$ cat src/rtl/vend_fsm.sv
module vend_fsm (
  input  logic clk,
  input  logic rst,
  input  logic coin_half,
  input  logic coin_quarter,
  output logic dispense,
  output logic change
);

  typedef enum logic [1:0] {
    CR_NONE = 2'b00,
    CR_25   = 2'b01,
    CR_50   = 2'b10
  } credit_t;

  credit_t st_q, st_d;

  always_comb begin
    st_d = st_q;
    unique case (st_q)
      CR_NONE: begin
        if (coin_half)         st_d = CR_50;
        else if (coin_quarter) st_d = CR_25;
      end
      CR_25: begin
        if (coin_half)         st_d = CR_NONE;
        else if (coin_quarter) st_d = CR_50;
      end
      CR_50: begin
        if (coin_half || coin_quarter) st_d = CR_NONE;
      end
      default: st_d = CR_NONE;
    endcase
  end

  always_ff @(posedge clk) begin
    if (rst) st_q <= CR_NONE;
    else     st_q <= st_d;
  end

  assign dispense = !rst && (((st_q == CR_25) && coin_half) ||
                             ((st_q == CR_50) && (coin_half || coin_quarter)));
  assign change   = !rst && (st_q == CR_50) && coin_half;

  p_reset_idle_r1: assert property (@(posedge clk)
    $past(rst) && !rst |-> (st_q == CR_NONE))
    else $error("reset did not clear credit");

  p_quarter_from_idle_r2: assert property (@(posedge clk) disable iff (rst)
    (st_q == CR_NONE) && coin_quarter && !coin_half |=> (st_q == CR_25))
    else $error("quarter from idle");

  p_sale_returns_idle_r4: assert property (@(posedge clk) disable iff (rst)
    dispense |=> (st_q == CR_NONE))
    else $error("no return to idle after sale");

  p_no_coin_holds_r7: assert property (@(posedge clk) disable iff (rst)
    !coin_half && !coin_quarter |=> $stable(st_q))
    else $error("credit moved without coin");

  p_no_coin_quiet_r7: assert property (@(posedge clk) disable iff (rst)
    !coin_half && !coin_quarter |-> !dispense && !change)
    else $error("output without coin");

  p_change_needs_vend_r8: assert property (@(posedge clk) disable iff (rst)
    change |-> dispense)
    else $error("change without dispense");

  p_legal_state: assert property (@(posedge clk) disable iff (rst)
    st_q != 2'b11)
    else $error("unused state code reached");

endmodule

$ cat config.mk
export PLATFORM = sky130hd
export DESIGN_NAME = vend_fsm
export DESIGN_NICKNAME = d
export VERILOG_FILES = /design/src/rtl/vend_fsm.sv
export SDC_FILE = /design/constraint.sdc
export NUM_CORES = 1
export LEC_CHECK = 0
export BUFFER_PORTS_ARGS = -buffer_cell sky130_fd_sc_hd__buf_2
export CELL_PAD_IN_SITES_DETAIL_PLACEMENT = 1
export CELL_PAD_IN_SITES_GLOBAL_PLACEMENT = 1
export CORE_AREA = 2 2 39 41
export CTS_CLUSTER_SIZE = 20
export DETAILED_ROUTE_END_ITERATION = 12
export DIE_AREA = 0 0 41 43
export MAX_ROUTING_LAYER = met4
export PLACE_DENSITY = 0.31
export SLEW_MARGIN = 20
export SYNTH_ARGS = -nofsm -noshare
export SYNTH_HDL_FRONTEND = slang
export SYNTH_SLANG_ARGS = --single-unit
$ cat constraint.sdc
create_clock -name clk -period 0.85 [get_ports clk]
set_clock_uncertainty 0.05 [all_clocks]
set_input_delay 0.0425 -clock clk [delete_from_list [all_inputs] [get_ports clk]]
set_output_delay 0.0425 -clock clk [all_outputs]
set_load 0.02 [all_outputs]
# Yosys cells after proc, flatten, opt, wreduce, memory -nomap -nowiden
# Index checks and enable logic that the tools add are counted.
totals:
  regBits: 2
  out_inout_bits: 2
  elab_cells: 22
op_classes:
  n_eq_ne: 5
  muxes: 6
  n_reduce_logical: 10
op_table:
  columns: ["op", "count"]
  rows:
  - ["2-bit two-way mux", 5]
  - ["3-bit inequality test, second input constant", 2]
  - ["2-bit one-hot mux with 3 select lines", 1]
  - ["1-bit logical AND", 5]
  - ["3-bit AND reduction", 1]
  - ["2-bit by 1-bit == test with 1-bit output, second input constant", 1]
  - ["2-bit == test, second input constant", 1]
  - ["2-bit logical NOT", 1]
  - ["1-bit logical OR", 2]
  - ["2-bit by 1-bit inequality test with 1-bit output, second input constant", 1]
  - ["1-bit logical NOT", 1]

# Longest topological paths before layout
# Gate-level depths: netlist (run 1).
depth:
  word_depth: 4
  mapped_depth: 3
  depth_no_buf: 3

# Least setup slack after synthesis (run 1)
# No wires, ideal clock.
synth_path:
  path_type: "reg-to-output"
  start: "register st_q[0]"
  end: "output port dispense"
  t_arrival_ns: 0.959
  required_ns: 0.757
  setup_slack_ns: -0.202
  stages_incl_launch_ff: 4
  path_buffers: 0
  cell_sequence: "dfxtp_1 and2b_1 o21ai_0 a21oi_1"
synth_via:
  elab_chain_len: 4
synth_rtl:
  columns: ["element", "line", "text"]
  rows:
  - ["start, declared", "16", "credit_t st_q, st_d;"]
  - ["start signal, assigned", "38", "else st_q <= st_d;"]
  - ["2-bit by 1-bit == test with 1-bit output or 2-bit == test (tied branches)", "41, 42", null]
  - ["1-bit logical AND (on tied branches)", "41, 42", null]
  - ["1-bit logical OR (*)", "41", "assign dispense = !rst && (((st_q == CR_25) && coin_half) ||"]
  - ["1-bit logical AND (*)", "41", null]
  - ["end, declared", "6", "output logic dispense,"]
# Every way passes the cells marked *; elsewhere a longest branch is shown, timed or not.

# Worst setup path after layout (run 1)
layout_path:
  start: "register st_q[0]"
  end: "output port change"
layout_via:
  elab_chain_len: 3
layout_rtl:
  columns: ["element", "line", "text"]
  rows:
  - ["2-bit == test", "43", "assign change = !rst && (st_q == CR_50) && coin_half;"]
  - ["1-bit logical AND (2 in series)", "43", null]
  - ["end, declared", "7", "output logic change"]
# No other way between the ends.

==> results.ini, run 1 <==
[floorplanning]
die_w_um = 41
io_pins = 6
die_h_um = 43
die_area_um2 = 1763
fp-row-count = 14
core_um2 = 1384
start_util = 0.08680

[power]
p_per_area_nw_per_um2 = 1562
total_power_mw = 0.4105
leakage_nw = 0.1112
ir_drop_uv = 310.7

[cts]
cts_tree = built
clock_latency_ns = 0.22
cts.sink_count = 2
clk_pin_slew_worst_paths_ns = 0.03
clk_path_buf_depth = 2
cts_buffers = 3
htree_levels = 1
clock-root-buffer = clkbuf_4

[setup_path]
cp-end-kind = output pin
critPathMaxStageDelay_ns = 0.31
start_kind = register
worstSetupPathType = reg -> out
crit_arrival_ns = 1.10
cp_slowest_cell = dfxtp_2
cp.required_ns = 0.76
cp_max_fo = 3
cp_cell_sequence = and2b_2 -> and3b_2 -> buf_6

[timing]
fmax_mhz = 840.9
rsz0062_at_grt = yes
final_hold_viol_count = 0
final.period_utilization = 1.399
setup_viol = 4
slew_headroom = 0.8366
fin_ws_ns = -0.3392
setup_tns_ns = -0.9485
slew_viol_final = 0
tightest_slew_ns = 0.2428
min_period_ns = 1.189

[layout]
area_delta_synth_final_pct = 118.8
largest_reg_flops = 2
diodes = 0
multi_input_area_um2 = 100.1
seqCellArea_um2 = 42.54
fillerInstances = 172
reg.largest.list = st_q: 2 flops
drive_gt1_frac = 0.7500
fin_nets = 34
max_flop_register = st_q
fin_cells = 44

[drt]
vias = 154
viasPerCell = 3.500
drt_first_pass_iters = 1
avgRoutedWirePerCell_um = 8.136
drc_errors = 0
routed_wl_um = 358
drtIter0Drc = 0
drtAntennaViolNets = 0

[grt]
antenna_found_initial = 0
grt_max_degree = 8
grt_pass1_wl_um = 572
grt_pass1_vias = 161
grt_usage = 0.05647
overflow = 0

[hold_path]
hp-class = in -> reg

[synth]
synth_area_um2 = 120.1
avgSynthCellArea_um2 = 8.008
synth_cell_types = 12
synth_cells = 15
ys_seq_area_frac = 0.3333
ys_ff_latch = 2
yosys_warnings = 0
syn-num-nets = 19

[outcome]
outcome = finished with violations
violations = setup timing

[placement]
portBuffers = 5
gp_congestion = 0.5647
place_inst = 39

[job]
drv_cap = 0

-- through the flow --
stage	hold slack, ns	instance area [µm²]	worst slack, ns	utilization
global route	0.03669	262.8	-0.3901	0.1899
finish	0.03089	262.8	-0.3392	0.1899
global placement	0.2243	192.7	-0.1468	0.1392
floorplan	0.06157	125.1	-0.09141	-
detailed placement	0.2153	192.7	-0.1635	0.1392
CTS	0.01144	246.5	-0.3380	0.1781
-- layer usage --
metal	track usage	wire length, µm	up-vias
li1	-	-	83
met1	0.04792	149	65
met2	0.06875	168	6
met3	0.04712	41	0
met4	0.06000	0	0
met5	-	0	-
-- cell families (layout without fill, tap and decap cells) --
| group | Yosys count | count (layout) | synth area share |
|---|---|---|---|
| AOI/OAI and AO/OA | 4 | 4 | 0.1771 |
| and+or+nand+nor | 8 | 8 | 0.4168 |
| buffers and inverters | 0 | 13 | 0 |
| DFF | 2 | 2 | 0.3333 |
| xor gates and xnor gates | 1 | 1 | 0.07293 |
-- layout by cell type, fill, tap and decap left out --
cell type      instances
o21ai_2                1
buf_4                  4
nor4_1                 1
nor3b_2                1
clkbuf_4               3
and3b_2                1
nand3b_1               1
dfxtp_2                2
and2b_2                1
buf_2                  3
nor2_1                 2
a31oi_1                1
nand2_2                1
xnor2_1                1
buf_6                  2
a21oi_2                2
dlygate4sd3_1          1
-- cell usage after synthesis, drive strengths merged --
cell type	instances	area [µm²]
a21oi	2	10.01
a31oi	1	6.260
and2b	1	7.510
and3b	1	10.01
dfxtp	2	40.04
nand2	1	3.750
nand3b	1	7.510
nor2	2	7.510
nor3b	1	7.510
nor4	1	6.260
o21ai	1	5.000
xnor2	1	8.760
-- where the power goes --
part	internal [mW]	leakage, nW	switching [mW]	total (mW)
registers	0.102	0.0172	0.00450	0.107
clock network	0.156	0.0138	0.0534	0.209
logic	0.0534	0.0802	0.0412	0.0945
total	0.311	0.111	0.0991	0.410
-- layout make-up --
class,instances,share of cell area
clock buffers,3,0.08571
flip-flops and latches,2,0.1619
well taps,16,0.07619
repair buffers,10,0.2952
multi-input cells,13,0.3810
-- timing repair --
action,4_1_cts,5_1_grt
pin swaps,4,1
buffers inserted,1,1
resized for setup,7,3
hold buffers,1,0
endpoints found under the hold margin,2,0
endpoints found under the setup margin,4,4
-- worst paths after layout --
| path | start | to | slack, ns | cells after the start |
|---|---|---|---|---|
| setup reg to reg | st_q[0] | st_q[1] | -0.21 | 5 |
| setup / recovery | st_q[0] | change | -0.34 | 3 |
| hold / removal | coin_half | st_q[0] | 0.03 | 2 |
| hold reg to reg | st_q[1] | st_q[0] | 0.39 | 1 |
-- worst max-delay path: cells and delay by family (launching register included) --
kind	cells	cell delay, ns
buf+inv	1	0.13
flops	1	0.31
simple gates	2	0.44
Note: power is estimated with default switching activity, not from simulation.
==> inputs of run 2 (changes only) <==
Clock period 0.85 ns to 1 ns, I/O delays scaled along.
==> run 2 against run 1 <==
The flow still finishes with violations (setup timing). Register-to-register slack improved by 0.25 ns. Critical path depth did not move. Die area unchanged. Setup slack improved by 0.14 ns.
==> results.ini, run 2 (synthesized netlist as in run 1, its figures left out) <==
[outcome]
outcome = finished with violations
violations = setup timing

[floorplanning]
die_area_um2 = 1763
start_util = 0.08680
die_h_um = 43
die_w_um = 41
fp-row-count = 14
core_um2 = 1384
io_pins = 6

[grt]
overflow = 0
grt_max_degree = 8
antenna_found_initial = 0
grt_usage = 0.05647
grt_pass1_wl_um = 614
grt_pass1_vias = 165

[drt]
viasPerCell = 3.744
drc_errors = 0
drt_first_pass_iters = 2
vias = 161
drtIter0Drc = 2
routed_wl_um = 407
avgRoutedWirePerCell_um = 9.465
drtAntennaViolNets = 0

[power]
seqPwrFrac = 0.265
p_clk_frac = 0.523
total_power_mw = 0.3421
p_per_area_nw_per_um2 = 1402
power.share.combinational = 0.211
swShare = 0.2437
power_switching_mw = 0.08338
p_int_mw = 0.2587
ir_drop_uv = 387.3
leakage_nw = 0.1021

[job]
drv_cap = 0

[placement]
post-place-ws_ns = -0.01354
dp_hpwl_um = 273.8
portBuffers = 5
placed_area_um2 = 183.9
gp_congestion = 0.5370

[cts]
clk_pin_slew_worst_paths_ns = 0.03
cts_tree = built
cts.sink_count = 2
clk_path_buf_depth = 2
clock_latency_ns = 0.22
clock-root-buffer = clkbuf_4
cts_buffers = 3
htree_levels = 1

[timing]
final_hold_viol_count = 0
slew_headroom = 0.8335
final.period_utilization = 1.199
min_period_ns = 1.199
slew_viol_final = 0
rsz0062_at_grt = yes
fmax_mhz = 833.9
setup_viol = 2
tightest_slew_ns = 0.2474
fin_ws_ns = -0.1992

[layout]
fillerInstances = 176
max_flop_register = st_q
reg.largest.list = st_q: 2 flops
fin_nets = 33
layout_common_cells = clkbuf_4, buf_2, buf_4
largest_reg_flops = 2
diodes = 0
area_delta_synth_final_pct = 103.1
drive_gt1_frac = 0.6296
final_area_um2 = 244.0

[hold_path]
hp-class = in -> reg

[setup_path]
cp-end-kind = output pin
worstSetupPathType = reg -> out
crit_family = simple AND/OR/NAND/NOR gates
cp_cell_sequence = and2b_2 -> and3b_2 -> buf_6
start_kind = register
cp_max_fo = 3
crit_arrival_ns = 1.10
critPathMaxStageDelay_ns = 0.31
cp.required_ns = 0.90
cp_slowest_cell = dfxtp_2
cp_num_buf_inv = 1

==> run 2: changes by cell type in the layout (fill, tap and decap cells not counted) <==
cell / before / now
a21oi_1: 0 / 1
a21oi_2: 2 / 1
buf_4: 4 / 3
nand2_1: 0 / 1
nand2_2: 1 / 0
nor3b_1: 0 / 1
nor3b_2: 1 / 0
==> run 2: final timing paths <==
| path | start | slack [ns] | depth (start not counted) | endpoint |
|---|---|---|---|---|
| setup reg to reg | st_q[0] | 0.04 | 4 | st_q[1] |
| setup / recovery | st_q[0] | -0.20 | 3 | change |
| hold reg to reg | st_q[1] | 0.47 | 2 | st_q[0] |
| hold / removal | coin_half | 0.05 | 2 | st_q[0] |
==> run 2: layout make-up <==
class | count | area [µm²] | share of cell area
Tap cell | 16 | 20.02 | 0.08205
Multi-Input combinational cell | 13 | 88.84 | 0.3641
Sequential cell | 2 | 42.54 | 0.1744
Clock buffer | 3 | 22.52 | 0.09231
Timing Repair Buffer | 9 | 70.07 | 0.2872
==> run 2: what timing repair did <==
action	in CTS	in global routing
setup endpoints to repair	2	3
resized for setup	3	6
buffers inserted	0	1
hold buffers	1	0
pin swaps	0	1
endpoints found under the hold margin	2	0
==> run 2: metrics by stage <==
stage | hold WS, ns | util | setup TNS, ns | instances
after global placement | 0.2338 | 0.1329 | -0.01263 | 38
after CTS | 0.03400 | 0.1591 | -0.4074 | 42
after detailed placement | 0.2367 | 0.1329 | -0.01354 | 38
after floorplan | 0.06907 | - | 0 | 15
after global routing | 0.06847 | 0.1763 | -0.5251 | 43
final | 0.05397 | 0.1763 | -0.3899 | 43
==> run 2: per-layer routing <==
layer  GRT usage  wire (µm)  vias to the layer above
met5           -          0                        -
met2     0.06563        198                        6
met1     0.06070        179                       74
met4     0.06000          0                        0
li1            -          -                       81
met3     0.03141         30                        0
==> run 2: power by group through the flow <==
stage          logic (mW)  registers (mW)  clock network (mW)
2_1_floorplan      0.0276          0.0916                   0
3_3_place_gp       0.0565          0.0907                   0
3_5_place_dp       0.0568          0.0909                   0
4_1_cts            0.0618          0.0906               0.193
5_1_grt            0.0813          0.0915               0.203
6_report           0.0723          0.0907               0.179
==> inputs of run 3 (changes only) <==
Settings changed: RECOVER_POWER set to 25.
==> run 3 against run 2 <==
The flow still finishes with violations (setup timing). Utilization is 0.090 points lower. Clock-buffer cell count unchanged. Wire length is 0.25% lower. Hold slack about the same. Highest routed layer unchanged. First-iteration DRC count is the same. Sequential power about the same. Maximum frequency decreased by 0.10%. Critical path depth is the same. Largest cell class unchanged. Non-clock buffer count unchanged. Via count is 0.62% lower. Cell count did not move.
==> results.ini, run 3 (synthesized netlist as in run 1, its figures left out) <==
[outcome]
outcome = finished with violations
violations = setup timing

[drt]
drt_first_pass_iters = 2
vias = 160
drc_errors = 0
drtIter0Drc = 2
viasPerCell = 3.721
routed_wl_um = 406
drtAntennaViolNets = 0
avgRoutedWirePerCell_um = 9.442

[cts]
clk_pin_slew_worst_paths_ns = 0.03
cts_tree = built
cts_buffers = 3
clk_path_buf_depth = 2
cts.sink_count = 2
htree_levels = 1
clock_latency_ns = 0.22
clock-root-buffer = clkbuf_4

[floorplanning]
die_area_um2 = 1763
fp-row-count = 14
die_w_um = 41
die_h_um = 43
core_um2 = 1384
io_pins = 6
start_util = 0.08680

[grt]
overflow = 0
grt_usage = 0.05647
antenna_found_initial = 0
grt_pass1_vias = 165
grt_max_degree = 8
grt_pass1_wl_um = 614

[timing]
min_period_ns = 1.200
final_hold_viol_count = 0
setup_viol = 2
slew_viol_final = 0
fin_ws_ns = -0.2004
rsz0062_at_grt = yes
fmax_mhz = 833.0
final.period_utilization = 1.200
hold_slack_ns = 0.05420
slew_headroom = 0.8335
tightest_slew_ns = 0.2474

[layout]
fillerInstances = 177
layout_common_cells = clkbuf_4, buf_4
final_core_util = 0.1754
diodes = 0
reg.largest.list = st_q: 2 flops
largest_reg_flops = 2
fin_nets = 33
drive_gt1_frac = 0.5926
max_flop_register = st_q
area_delta_synth_final_pct = 102.1

[setup_path]
worstSetupPathType = reg -> out
crit_arrival_ns = 1.10
cp-end-kind = output pin
start_kind = register
cp.required_ns = 0.90
cp_max_fo = 3

[placement]
portBuffers = 5
dp_hpwl_um = 273.8
gp_congestion = 0.5370

[power]
leakage_nw = 0.09934
p_per_area_nw_per_um2 = 1407
ir_drop_uv = 386.9

[hold_path]
hp-class = in -> reg

[job]
drv_cap = 0

run 3: cell types whose count changed in the layout (fill, tap and decap cells not counted), sizes merged:
cell	previous run	this run
buf	8	7
clkbuf	3	4
run 3: timing repair:
action | in CTS | in global routing
gates resized for setup | 3 | 6
setup endpoints to repair | 2 | 3
hold endpoints to repair | 2 | 0
pin swaps | 0 | 1
setup buffers | 0 | 1
hold buffers | 1 | 0
run 3: worst paths after layout:
check,startpoint,end,slack (ns),cells past startpoint
worst min-delay path,coin_half,st_q[0],0.05,2
worst max register to register,st_q[0],st_q[1],0.04,4
worst max-delay path,st_q[0],change,-0.20,3
worst min register to register,st_q[1],st_q[0],0.47,2
run 3: power breakdown:
| part | switching (mW) | internal, mW |
|---|---|---|
| registers | 0.00375 | 0.0870 |
| clock network | 0.0466 | 0.132 |
| logic | 0.0331 | 0.0387 |
| total | 0.0835 | 0.258 |
run 3: per-stage QoR:
stage               std cells  TNS (ns)  area [µm²]  power (mW)  worst slack, ns
floorplan                  15         0       123.9      0.1192          0.01969
global placement           38  -0.01263       183.9      0.1472         -0.01263
detailed placement         38  -0.01354       183.9      0.1477         -0.01354
CTS                        42   -0.4074       220.2      0.3457          -0.2053
global route               43   -0.5251       242.7      0.3747          -0.2543
finish                     43   -0.3928       242.7      0.3416          -0.2004
run 3: worst max-delay path, cell delays in order, from the launching register on:
cell	delay, ns
dfxtp_2	0.31
and2b_2	0.23
and3b_2	0.20
buf_6	0.13
run 3: per-layer routing:
metal	part of all wire	GRT usage	vias up
met5	0	-	-
met4	0	0.06000	0
met3	0.071	0.03141	0
met2	0.49	0.06563	6
met1	0.44	0.06070	73
li1	-	-	81
run 3: layout make-up:
cell class / instances / area [µm²] / share of cell area
Multi-Input combinational cell: 13 / 88.84 / 0.3660
Timing Repair Buffer: 9 / 68.82 / 0.2835
Sequential cell: 2 / 42.54 / 0.1753
Clock buffer: 3 / 22.52 / 0.09278
Tap cell: 16 / 20.02 / 0.08247
